<file path="config.mk">
export PLATFORM = sky130hd
export DESIGN_NAME = gpio_port
export DESIGN_NICKNAME = d
export VERILOG_FILES = /design/src/rtl/gpio_pkg.sv /design/src/rtl/gpio_sync.sv /design/src/rtl/gpio_irq_unit.sv /design/src/rtl/gpio_cfg_regs.sv /design/src/rtl/gpio_port.sv
export SDC_FILE = /design/constraint.sdc
export NUM_CORES = 1
export LEC_CHECK = 0
export ABC_CLOCK_PERIOD_IN_PS = 4600
export BUFFER_PORTS_ARGS = -buffer_cell sky130_fd_sc_hd__buf_4
export CAP_MARGIN = 15
export CORE_AREA = 2 2 143 285
export CTS_BUF_LIST = sky130_fd_sc_hd__clkbuf_4 sky130_fd_sc_hd__clkbuf_8 sky130_fd_sc_hd__clkbuf_16
export DETAILED_ROUTE_END_ITERATION = 10
export DIE_AREA = 0 0 145 287
export HOLD_SLACK_MARGIN = 0.02
export PLACE_DENSITY_LB_ADDON = 0.05
export SLEW_MARGIN = 20
export SYNTH_ARGS = -nofsm -noshare
export SYNTH_HDL_FRONTEND = slang
export SYNTH_SLANG_ARGS = --single-unit
</file>
<file path="constraint.sdc">
create_clock -name clk -period 4.6 [get_ports clk]
set_clock_uncertainty 0.15 [all_clocks]
set_input_delay 1.15 -clock clk [delete_from_list [all_inputs] [get_ports clk]]
set_output_delay 1.15 -clock clk [all_outputs]
set_load 0.02 [all_outputs]
</file>
<file path="src/rtl/gpio_pkg.sv">
package gpio_pkg;
   localparam int unsigned SEL_W = 2;
   localparam int unsigned FN_W  = 6;

   typedef enum logic [FN_W-1:0] {
      FN_DIR   = 6'd0,
      FN_STYLE = 6'd1,
      FN_PULL  = 6'd2,
      FN_SET   = 6'd3,
      FN_CLR   = 6'd4,
      FN_STATE = 6'd5,
      FN_IEN   = 6'd6,
      FN_IKIND = 6'd7,
      FN_IPOL  = 6'd8,
      FN_PEND  = 6'd9,
      FN_ACK   = 6'd10
   } gpio_fn_e;
endpackage

</file>
<file path="src/rtl/gpio_sync.sv">
module gpio_sync #(
   parameter int unsigned W      = 24,
   parameter int unsigned STAGES = 2
) (
   input  logic         clk,
   input  logic         rst_n,
   input  logic [W-1:0] d,
   output logic [W-1:0] q
);
   logic [W-1:0] chain [STAGES];

   always_ff @(posedge clk or negedge rst_n) begin
      if (!rst_n) begin
         for (int s = 0; s < STAGES; s++) chain[s] <= '0;
      end else begin
         chain[0] <= d;
         for (int s = 1; s < STAGES; s++) chain[s] <= chain[s-1];
      end
   end

   assign q = chain[STAGES-1];
endmodule

</file>
<file path="src/rtl/gpio_irq_unit.sv">
module gpio_irq_unit #(
   parameter int unsigned W = 24
) (
   input  logic         clk,
   input  logic         rst_n,
   input  logic [W-1:0] lvl_now,
   input  logic [W-1:0] en,
   input  logic [W-1:0] kind_edge,
   input  logic [W-1:0] pol,
   input  logic [W-1:0] ack,
   output logic [W-1:0] pend
);
   logic [W-1:0] lvl_prev;
   logic [W-1:0] pend_q;
   logic [W-1:0] hit_edge;
   logic [W-1:0] hit_lvl;

   // one detector per pin; the polarity bit names the active value
   for (genvar p = 0; p < W; p++) begin : g_pin
      logic active;
      assign active      = ~(lvl_now[p] ^ pol[p]);
      assign hit_edge[p] = en[p] & kind_edge[p] & (lvl_now[p] ^ lvl_prev[p]) & active;
      assign hit_lvl[p]  = en[p] & ~kind_edge[p] & active;
   end

   always_ff @(posedge clk or negedge rst_n) begin
      if (!rst_n) begin
         lvl_prev <= '0;
         pend_q   <= '0;
      end else begin
         lvl_prev <= lvl_now;
         // edges survive a coincident acknowledge; levels re-arm one cycle later
         pend_q   <= (pend_q & ~ack) | hit_edge | (hit_lvl & ~ack);
      end
   end

   assign pend = pend_q;
endmodule

</file>
<file path="src/rtl/gpio_cfg_regs.sv">
module gpio_cfg_regs
   import gpio_pkg::*;
#(
   parameter int unsigned NUM_BANKS = 3,
   parameter int unsigned BANK_W    = 8,
   localparam int unsigned NPINS    = NUM_BANKS * BANK_W
) (
   input  logic              clk,
   input  logic              rst_n,
   input  logic              bus_we,
   input  logic [7:0]        bus_addr,
   input  logic [BANK_W-1:0] bus_wdata,
   output logic [BANK_W-1:0] bus_rdata,
   input  logic [NPINS-1:0]  state,
   input  logic [NPINS-1:0]  pend,
   output logic [NPINS-1:0]  dir_q,
   output logic [NPINS-1:0]  style_q,
   output logic [NPINS-1:0]  pull_q,
   output logic [NPINS-1:0]  ien_q,
   output logic [NPINS-1:0]  ikind_q,
   output logic [NPINS-1:0]  ipol_q,
   output logic [NPINS-1:0]  lvl_q,
   output logic [NPINS-1:0]  ack
);
   logic [FN_W-1:0]  fn_f;
   logic [SEL_W-1:0] bank_f;
   logic [31:0]      bank_ix;
   logic             bank_ok;

   assign {fn_f, bank_f} = bus_addr;
   assign bank_ix = 32'(bank_f);
   assign bank_ok = bank_ix < NUM_BANKS;

   always_ff @(posedge clk or negedge rst_n) begin
      if (!rst_n) begin
         dir_q   <= '0;
         style_q <= '0;
         pull_q  <= '0;
         ien_q   <= '0;
         ikind_q <= '0;
         ipol_q  <= '0;
         lvl_q   <= '0;
      end else if (bus_we && bank_ok) begin
         case (fn_f)
            FN_DIR:   dir_q  [bank_ix*BANK_W +: BANK_W] <= bus_wdata;
            FN_STYLE: style_q[bank_ix*BANK_W +: BANK_W] <= bus_wdata;
            FN_PULL:  pull_q [bank_ix*BANK_W +: BANK_W] <= bus_wdata;
            FN_IEN:   ien_q  [bank_ix*BANK_W +: BANK_W] <= bus_wdata;
            FN_IKIND: ikind_q[bank_ix*BANK_W +: BANK_W] <= bus_wdata;
            FN_IPOL:  ipol_q [bank_ix*BANK_W +: BANK_W] <= bus_wdata;
            FN_SET:   lvl_q  [bank_ix*BANK_W +: BANK_W] <=
                         lvl_q[bank_ix*BANK_W +: BANK_W] | bus_wdata;
            FN_CLR:   lvl_q  [bank_ix*BANK_W +: BANK_W] <=
                         lvl_q[bank_ix*BANK_W +: BANK_W] & ~bus_wdata;
            default: ;
         endcase
      end
   end

   always_comb begin
      ack = '0;
      if (bus_we && bank_ok && fn_f == FN_ACK)
         ack[bank_ix*BANK_W +: BANK_W] = bus_wdata;
   end

   always_comb begin
      bus_rdata = '0;
      if (bank_ok) begin
         case (fn_f)
            FN_DIR:   bus_rdata = dir_q  [bank_ix*BANK_W +: BANK_W];
            FN_STYLE: bus_rdata = style_q[bank_ix*BANK_W +: BANK_W];
            FN_PULL:  bus_rdata = pull_q [bank_ix*BANK_W +: BANK_W];
            FN_IEN:   bus_rdata = ien_q  [bank_ix*BANK_W +: BANK_W];
            FN_IKIND: bus_rdata = ikind_q[bank_ix*BANK_W +: BANK_W];
            FN_IPOL:  bus_rdata = ipol_q [bank_ix*BANK_W +: BANK_W];
            FN_STATE: bus_rdata = state  [bank_ix*BANK_W +: BANK_W];
            FN_PEND:  bus_rdata = pend   [bank_ix*BANK_W +: BANK_W];
            default:  bus_rdata = '0;
         endcase
      end
   end
endmodule

</file>
<file path="src/rtl/gpio_port.sv">
module gpio_port
   import gpio_pkg::*;
#(
   parameter int unsigned NUM_BANKS   = 3,
   parameter int unsigned BANK_W      = 8,
   parameter int unsigned SYNC_STAGES = 2,
   localparam int unsigned NPINS      = NUM_BANKS * BANK_W
) (
   input  logic              clk,
   input  logic              rst_n,
   input  logic              bus_we,
   input  logic [7:0]        bus_addr,
   input  logic [BANK_W-1:0] bus_wdata,
   output logic [BANK_W-1:0] bus_rdata,
   input  logic [NPINS-1:0]  pin_in,
   output logic [NPINS-1:0]  pin_out,
   output logic [NPINS-1:0]  pin_oe,
   output logic [NPINS-1:0]  pin_pull_en,
   output logic [NPINS-1:0]  pin_pull_up,
   output logic              irq_any
);
   if (NUM_BANKS < 1 || NUM_BANKS > (1 << SEL_W)) begin : g_bad_banks
      $error("gpio_port: NUM_BANKS must fit the bank index field");
   end
   if (BANK_W < 1) begin : g_bad_width
      $error("gpio_port: BANK_W must be at least 1");
   end
   if (SYNC_STAGES < 2) begin : g_bad_sync
      $error("gpio_port: SYNC_STAGES must be at least 2");
   end

   logic [NPINS-1:0] lvl_sync;
   logic [NPINS-1:0] dir_q, style_q, pull_q, ien_q, ikind_q, ipol_q, lvl_q;
   logic [NPINS-1:0] ack, pend;

   gpio_sync #(.W(NPINS), .STAGES(SYNC_STAGES)) i_sync (
      .clk   (clk),
      .rst_n (rst_n),
      .d     (pin_in),
      .q     (lvl_sync)
   );

   gpio_cfg_regs #(.NUM_BANKS(NUM_BANKS), .BANK_W(BANK_W)) i_regs (
      .clk       (clk),
      .rst_n     (rst_n),
      .bus_we    (bus_we),
      .bus_addr  (bus_addr),
      .bus_wdata (bus_wdata),
      .bus_rdata (bus_rdata),
      .state     (lvl_sync),
      .pend      (pend),
      .dir_q     (dir_q),
      .style_q   (style_q),
      .pull_q    (pull_q),
      .ien_q     (ien_q),
      .ikind_q   (ikind_q),
      .ipol_q    (ipol_q),
      .lvl_q     (lvl_q),
      .ack       (ack)
   );

   gpio_irq_unit #(.W(NPINS)) i_irq (
      .clk       (clk),
      .rst_n     (rst_n),
      .lvl_now   (lvl_sync),
      .en        (ien_q),
      .kind_edge (ikind_q),
      .pol       (ipol_q),
      .ack       (ack),
      .pend      (pend)
   );

   // open-drain outputs drive only their low level
   assign pin_out     = lvl_q;
   assign pin_oe      = dir_q & (~style_q | ~lvl_q);
   assign pin_pull_en = ~dir_q & style_q;
   assign pin_pull_up = pull_q;
   assign irq_any     = |pend;
endmodule

</file>
== Word-level counts from Yosys, hierarchy flattened ==
Index checks and enable logic that the tools add are counted.

* Reductions and logical operators: 12
* Add/sub/neg operators: 1
* Shift operators: 13
* Muxes and demuxes: 12
* $lt $le $gt $ge: 1
* Bitwise gates (word level): 231
* Equality and inequality tests: 10

{| class="wikitable"
|+ Operators by type and width
! kind !! number
|-
| 24-bit by 6-bit variable part select with 8-bit output || 9
|-
| 24-bit bitwise mux || 8
|-
| 1-bit AND || 120
|-
| 24-bit AND || 5
|-
| 8-bit by 34-bit variable part select with 24-bit output || 3
|-
| 24-bit NOT || 4
|-
| 24-bit OR || 3
|-
| 8-bit one-hot mux with 8 select lines || 1
|-
| 1-bit NOT || 48
|-
| 24-bit one-hot mux with 2 select lines || 1
|-
| 1-bit XOR || 48
|-
| 5-bit negation with 34-bit output || 1
|-
| 8-bit by 34-bit variable shift with 24-bit output, first input constant || 1
|-
| 6-bit by 3-bit == test with 1-bit output, second input constant || 4
|-
| 24-bit two-way mux || 1
|-
| 24-bit OR reduction || 1
|-
| 6-bit by 4-bit == test with 1-bit output, second input constant || 3
|-
| 2-bit AND reduction || 7
|-
| 6-bit by 2-bit == test with 1-bit output, second input constant || 2
|-
| 8-bit AND || 1
|-
| 8-bit two-way mux || 1
|-
| 8-bit NOT || 1
|-
| 8-bit OR || 1
|-
| 6-bit by 1-bit == test with 1-bit output, second input constant || 1
|-
| other kinds (4) || 5
|}

* Output and inout port bits: 105
* Input port bits: 43
* Register bits: 264

== Logic depth before layout (Yosys ltp) ==
* Depth in word-level cells: 8
* Mapped depth: 10

== Hierarchy ==
A second synthesis with hierarchy kept.

* Cell total of the unflattened synthesis: 1248
* Area total of the unflattened synthesis: 12192.9 um2

{| class="wikitable"
|+ By module, submodules not included
! module !! area an instance (um2) !! sequential area each (um2) !! cells each !! instances
|-
| gpio_cfg_regs || 8087.8 || 4204.0 || 880 || 1
|-
| gpio_irq_unit || 2342.2 || 1201.2 || 240 || 1
|-
| gpio_sync || 1381.3 || 1201.2 || 72 || 1
|-
| gpio_port || 381.6 || 0.0 || 56 || 1
|}

== Worst setup path after synthesis ==
Ideal clock, no wire load.

* Path kind: input to output
* From: input bus_addr[5]
* To: output bus_rdata[6]
* Stages on the path: 6
* Arrival: 3119 ps
* Required time: 3300 ps
* Path slack: 181 ps
* Cell sequence: or4_1 -> nor2_2 -> clkbuf_1 -> nand2_1 -> and3_1 -> o32ai_1

* Cells in the longest elaborated chain, start to end: 3

{| class="wikitable"
|+ RTL lines
! item !! line !! text
|-
| from (decl) || gpio_port.sv:12 || <nowiki>input logic [7:0] bus_addr,</nowiki>
|-
| 6-bit by 4-bit == test with 1-bit output, or another cell as far along || gpio_cfg_regs.sv:69 || <nowiki>case (fn_f)</nowiki>
|-
| 8-bit one-hot mux with 8 select lines (*) || gpio_cfg_regs.sv:69 ||
|-
| 8-bit two-way mux (*) || gpio_cfg_regs.sv:68 || <nowiki>if (bank_ok) begin</nowiki>
|-
| to (decl) || gpio_port.sv:14 || <nowiki>output logic [BANK_W-1:0] bus_rdata,</nowiki>
|}

Every way passes the cells marked *; elsewhere a longest branch is shown, timed or not.

== Final worst setup path ==
* From: input bus_addr[5]
* To: output bus_rdata[0]

Same word-level chain as after synthesis.

==> impl_metrics.env <==
export IMPL_layout_min_cycle_time_ns=4.55
export IMPL_slew_violations=0
export IMPL_clk_latency_ns=0.58
export IMPL_drtIter0Drc=614
export IMPL_final_util=0.377
export IMPL_vias_per_cell=5.15
export IMPL_drive_above_1_share=0.216
export IMPL_portBuffers=147
export IMPL_startpoint_type="input port"
export IMPL_synth_area_per_cell_um2=10.0
export IMPL_gr_usage_met1=0.251
export IMPL_area_delta_synth_final_pct=26.7
export IMPL_slew_headroom=0.415
export IMPL_path_clk_slew_ns=0.06
export IMPL_dieArea_um2=41600
export IMPL_dr_pass1_iters=6
export IMPL_cp_end_kind="output port"
export IMPL_dp_hpwl_um=37000
export IMPL_synth_compound_area_frac=0.196
export IMPL_worstMarginPinSlew_ns=0.869
export IMPL_rsz0062_at_grt="yes"
export IMPL_met3_usage=0.0227
export IMPL_use_met2=0.438
export IMPL_p_sw_frac=0.246
export IMPL_muxShareOfSynthArea=0.0216
export IMPL_worstHoldPathType="reg2reg"
export IMPL_synth_area_um2=11700
export IMPL_required_ns=3.30
export IMPL_grt_pass1_wl_um=70600
export IMPL_fin_nets=1412
export IMPL_routed_wl_um=48100
export IMPL_num_rows=103
export IMPL_holdWs_ns=0.197
export IMPL_ys_ff_latch=264
export IMPL_grt_pass1_vias=10100
export IMPL_synth_top_family_by_area="compound AO/OA/AOI/OAI gates"
export IMPL_overflow=0
export IMPL_start_util=0.298
export IMPL_hold_viol_final=0
export IMPL_power_density_nw_per_um2=343
export IMPL_cts_sinks=264
export IMPL_arrival_ns=3.25
export IMPL_root_buffer="clkbuf_16"
export IMPL_drv_cap=0
export IMPL_critPathKind="in2out"
export IMPL_gp_congestion=0.858
export IMPL_grt_antenna_before_repair=1
export IMPL_power_net_switching_w=0.00125
export IMPL_clkPwrFrac=0.456
export IMPL_synth_xor_xnor_area_share=0.0359
export IMPL_status="finished clean"
export IMPL_synthAdderAreaFrac=0.00428
export IMPL_coreArea_um2=39300
export IMPL_die_width_um=145
export IMPL_ctsHoldBuffers=0
export IMPL_synth_edff_count=0
export IMPL_power_frac_comb=0.067
export IMPL_max_freq_mhz=220
export IMPL_grt_max_degree=104
export IMPL_postRouteAntennaNets=0
export IMPL_ir_drop_v=0.000257
export IMPL_yosysWarnings=0
export IMPL_synth_seq_area_share=0.564
export IMPL_fin_tns_setup_ns=0
export IMPL_async_reset_ff_frac=1.00
export IMPL_crit_fanout=5
export IMPL_cts_buffers=27
export IMPL_yosysUniqueCellTypes=51
export IMPL_vias=9835
export IMPL_postCtsSetupBuffers=0
export IMPL_synthSimpleGateAreaFrac=0.154
export IMPL_cts_tree="done"
export IMPL_grt_busiest_layer="met2"
export IMPL_max_clock_path_buffers=3
export IMPL_power_leakage_nw=6.40
export IMPL_grt_usage=0.231
export IMPL_pin_count=148
export IMPL_routedWlPerCell_um=25.2
export IMPL_drcViolationCount=0
export IMPL_synth_ff_type="dfrtp_1"
export IMPL_die_h_um=287
export IMPL_netlist_instances=1171
export IMPL_setup_viol=0
export IMPL_pwr_share_seq=0.476
export IMPL_synthesis_nets=1218
export IMPL_fin_crit_sh=0.990
export IMPL_h_tree_depth=1
export IMPL_p_int_w=0.00383
metal layers:
metal | wire length, um | share of wire
met5 | 0 | 0
met2 | 26000 | 0.54
met4 | 2840 | 0.059
met1 | 17700 | 0.37
met3 | 1550 | 0.032
placed cells by master, fill, tap and decap left out, drive strengths merged, types with 8 or more instances in the layout:
cell type,instances
o22ai,25
mux2,10
nor3,14
dfrtp,264
mux2i,14
xor2,24
a221oi,8
nand2,289
o31ai,24
buf,218
a22o,10
o21ai,194
and3,11
o32ai,14
a22oi,18
a21boi,24
inv,10
a222oi,16
a221o,14
clkbuf,40
nor2,41
xnor2,24
nor2b,28
Yosys cell counts, types with 18 or more instances:
cell      instances  area share
nor2_1           35       0.011
nand2_1         286       0.092
nor2b_1          28       0.015
dfrtp_1         264        0.56
o22ai_1          25       0.013
o31ai_1          24       0.015
xnor2_1          24       0.018
clkbuf_1         30      0.0096
xor2_1           24       0.018
o21ai_0         188       0.080
a22oi_1          18       0.012
a21boi_0         24       0.015
power groups by stage:
stage               Clock [W]  Combinational (W)  Sequential (W)
floorplan                   0           0.000134         0.00245
detailed placement          0           0.000340         0.00247
CTS                   0.00238           0.000344         0.00242
finish                0.00232           0.000342         0.00242
global placement            0           0.000338         0.00247
global route          0.00247           0.000372         0.00242
flip-flops by register name (all words and copies together) (netlist names):
name / count
i_irq.lvl_prev: 24
i_irq.pend: 24
i_regs.dir_q: 24
i_regs.ien_q: 24
i_regs.ikind_q: 24
i_regs.ipol_q: 24
i_regs.lvl_q: 24
i_regs.pull_q: 24
i_regs.style_q: 24
i_sync.chain: 24
i_sync.q: 24
cell families (layout without fill, tap and decap cells):
| kind of cell | after synthesis | in the layout |
|---|---|---|
| compound gates | 358 | 358 |
| xor+xnor | 48 | 48 |
| fa+ha+maj | 4 | 4 |
| buf+inv | 63 | 277 |
| flops | 264 | 264 |
| mux | 24 | 24 |
| other cells | 0 | 1 |
| simple gates | 410 | 410 |
critical path, cell delays in order:
cell and delay (ns):
buf_4 0.12, or4b_1 0.55, buf_4 0.20, nor2_4 0.18, a22oi_1 0.09, and3_1 0.20, and3_1 0.18, o32ai_2 0.37
buf_4 0.21
worst paths after layout:
check / start / to / slack, ns / cells after the start
max: bus_addr[5] / bus_rdata[0] / 0.05 / 9
min: i_sync.chain[46]$_DFF_PN0_ / i_sync.q[22]$_DFF_PN0_ / 0.20 / 0
max reg2reg: i_regs.lvl_q[7]$_DFFE_PN0P_ / i_regs.lvl_q[7]$_DFFE_PN0P_ / 2.91 / 4
min reg2reg: i_sync.chain[46]$_DFF_PN0_ / i_sync.q[22]$_DFF_PN0_ / 0.20 / 0
max in group asynchronous: rst_n / i_regs.pull_q[20]$_DFFE_PN0P_ / 2.77 / 2
min in group asynchronous: rst_n / i_sync.chain[39]$_DFF_PN0_ / 0.45 / 1
repair_timing:
action / in CTS / in global routing
pin swaps: 0 / 1
gates cloned: 0 / 0
setup endpoints to repair: 6 / 6
hold endpoints to repair: 0 / 0
gates resized for setup: 6 / 12
metrics by stage:
| stage | power [W] | cells | instance area, um^2 | worst slack (ns) |
|---|---|---|---|---|
| global placement | 0.00280 | 1861 | 13800 | -0.0545 |
| detailed placement | 0.00281 | 1861 | 13800 | -0.0102 |
| global route | 0.00527 | 1910 | 14800 | -0.00486 |
| finish | 0.00508 | 1911 | 14800 | 0.0479 |
| floorplan | 0.00258 | 1171 | 11700 | 0.181 |
| CTS | 0.00514 | 1910 | 14800 | 0.0223 |
area by class of cell:
cell class                      instances  area (um^2)
Timing Repair Buffer                  218         1730
Tap cell                              525          657
Sequential cell                       264         6610
Fill cell                            4060        24500
Clock inverter                          9          101
Antenna cell                            1         2.50
Clock buffer                           40          817
Inverter                               10         37.5
Multi-Input combinational cell        844         4890
Note: power is estimated with default switching activity, not from simulation.
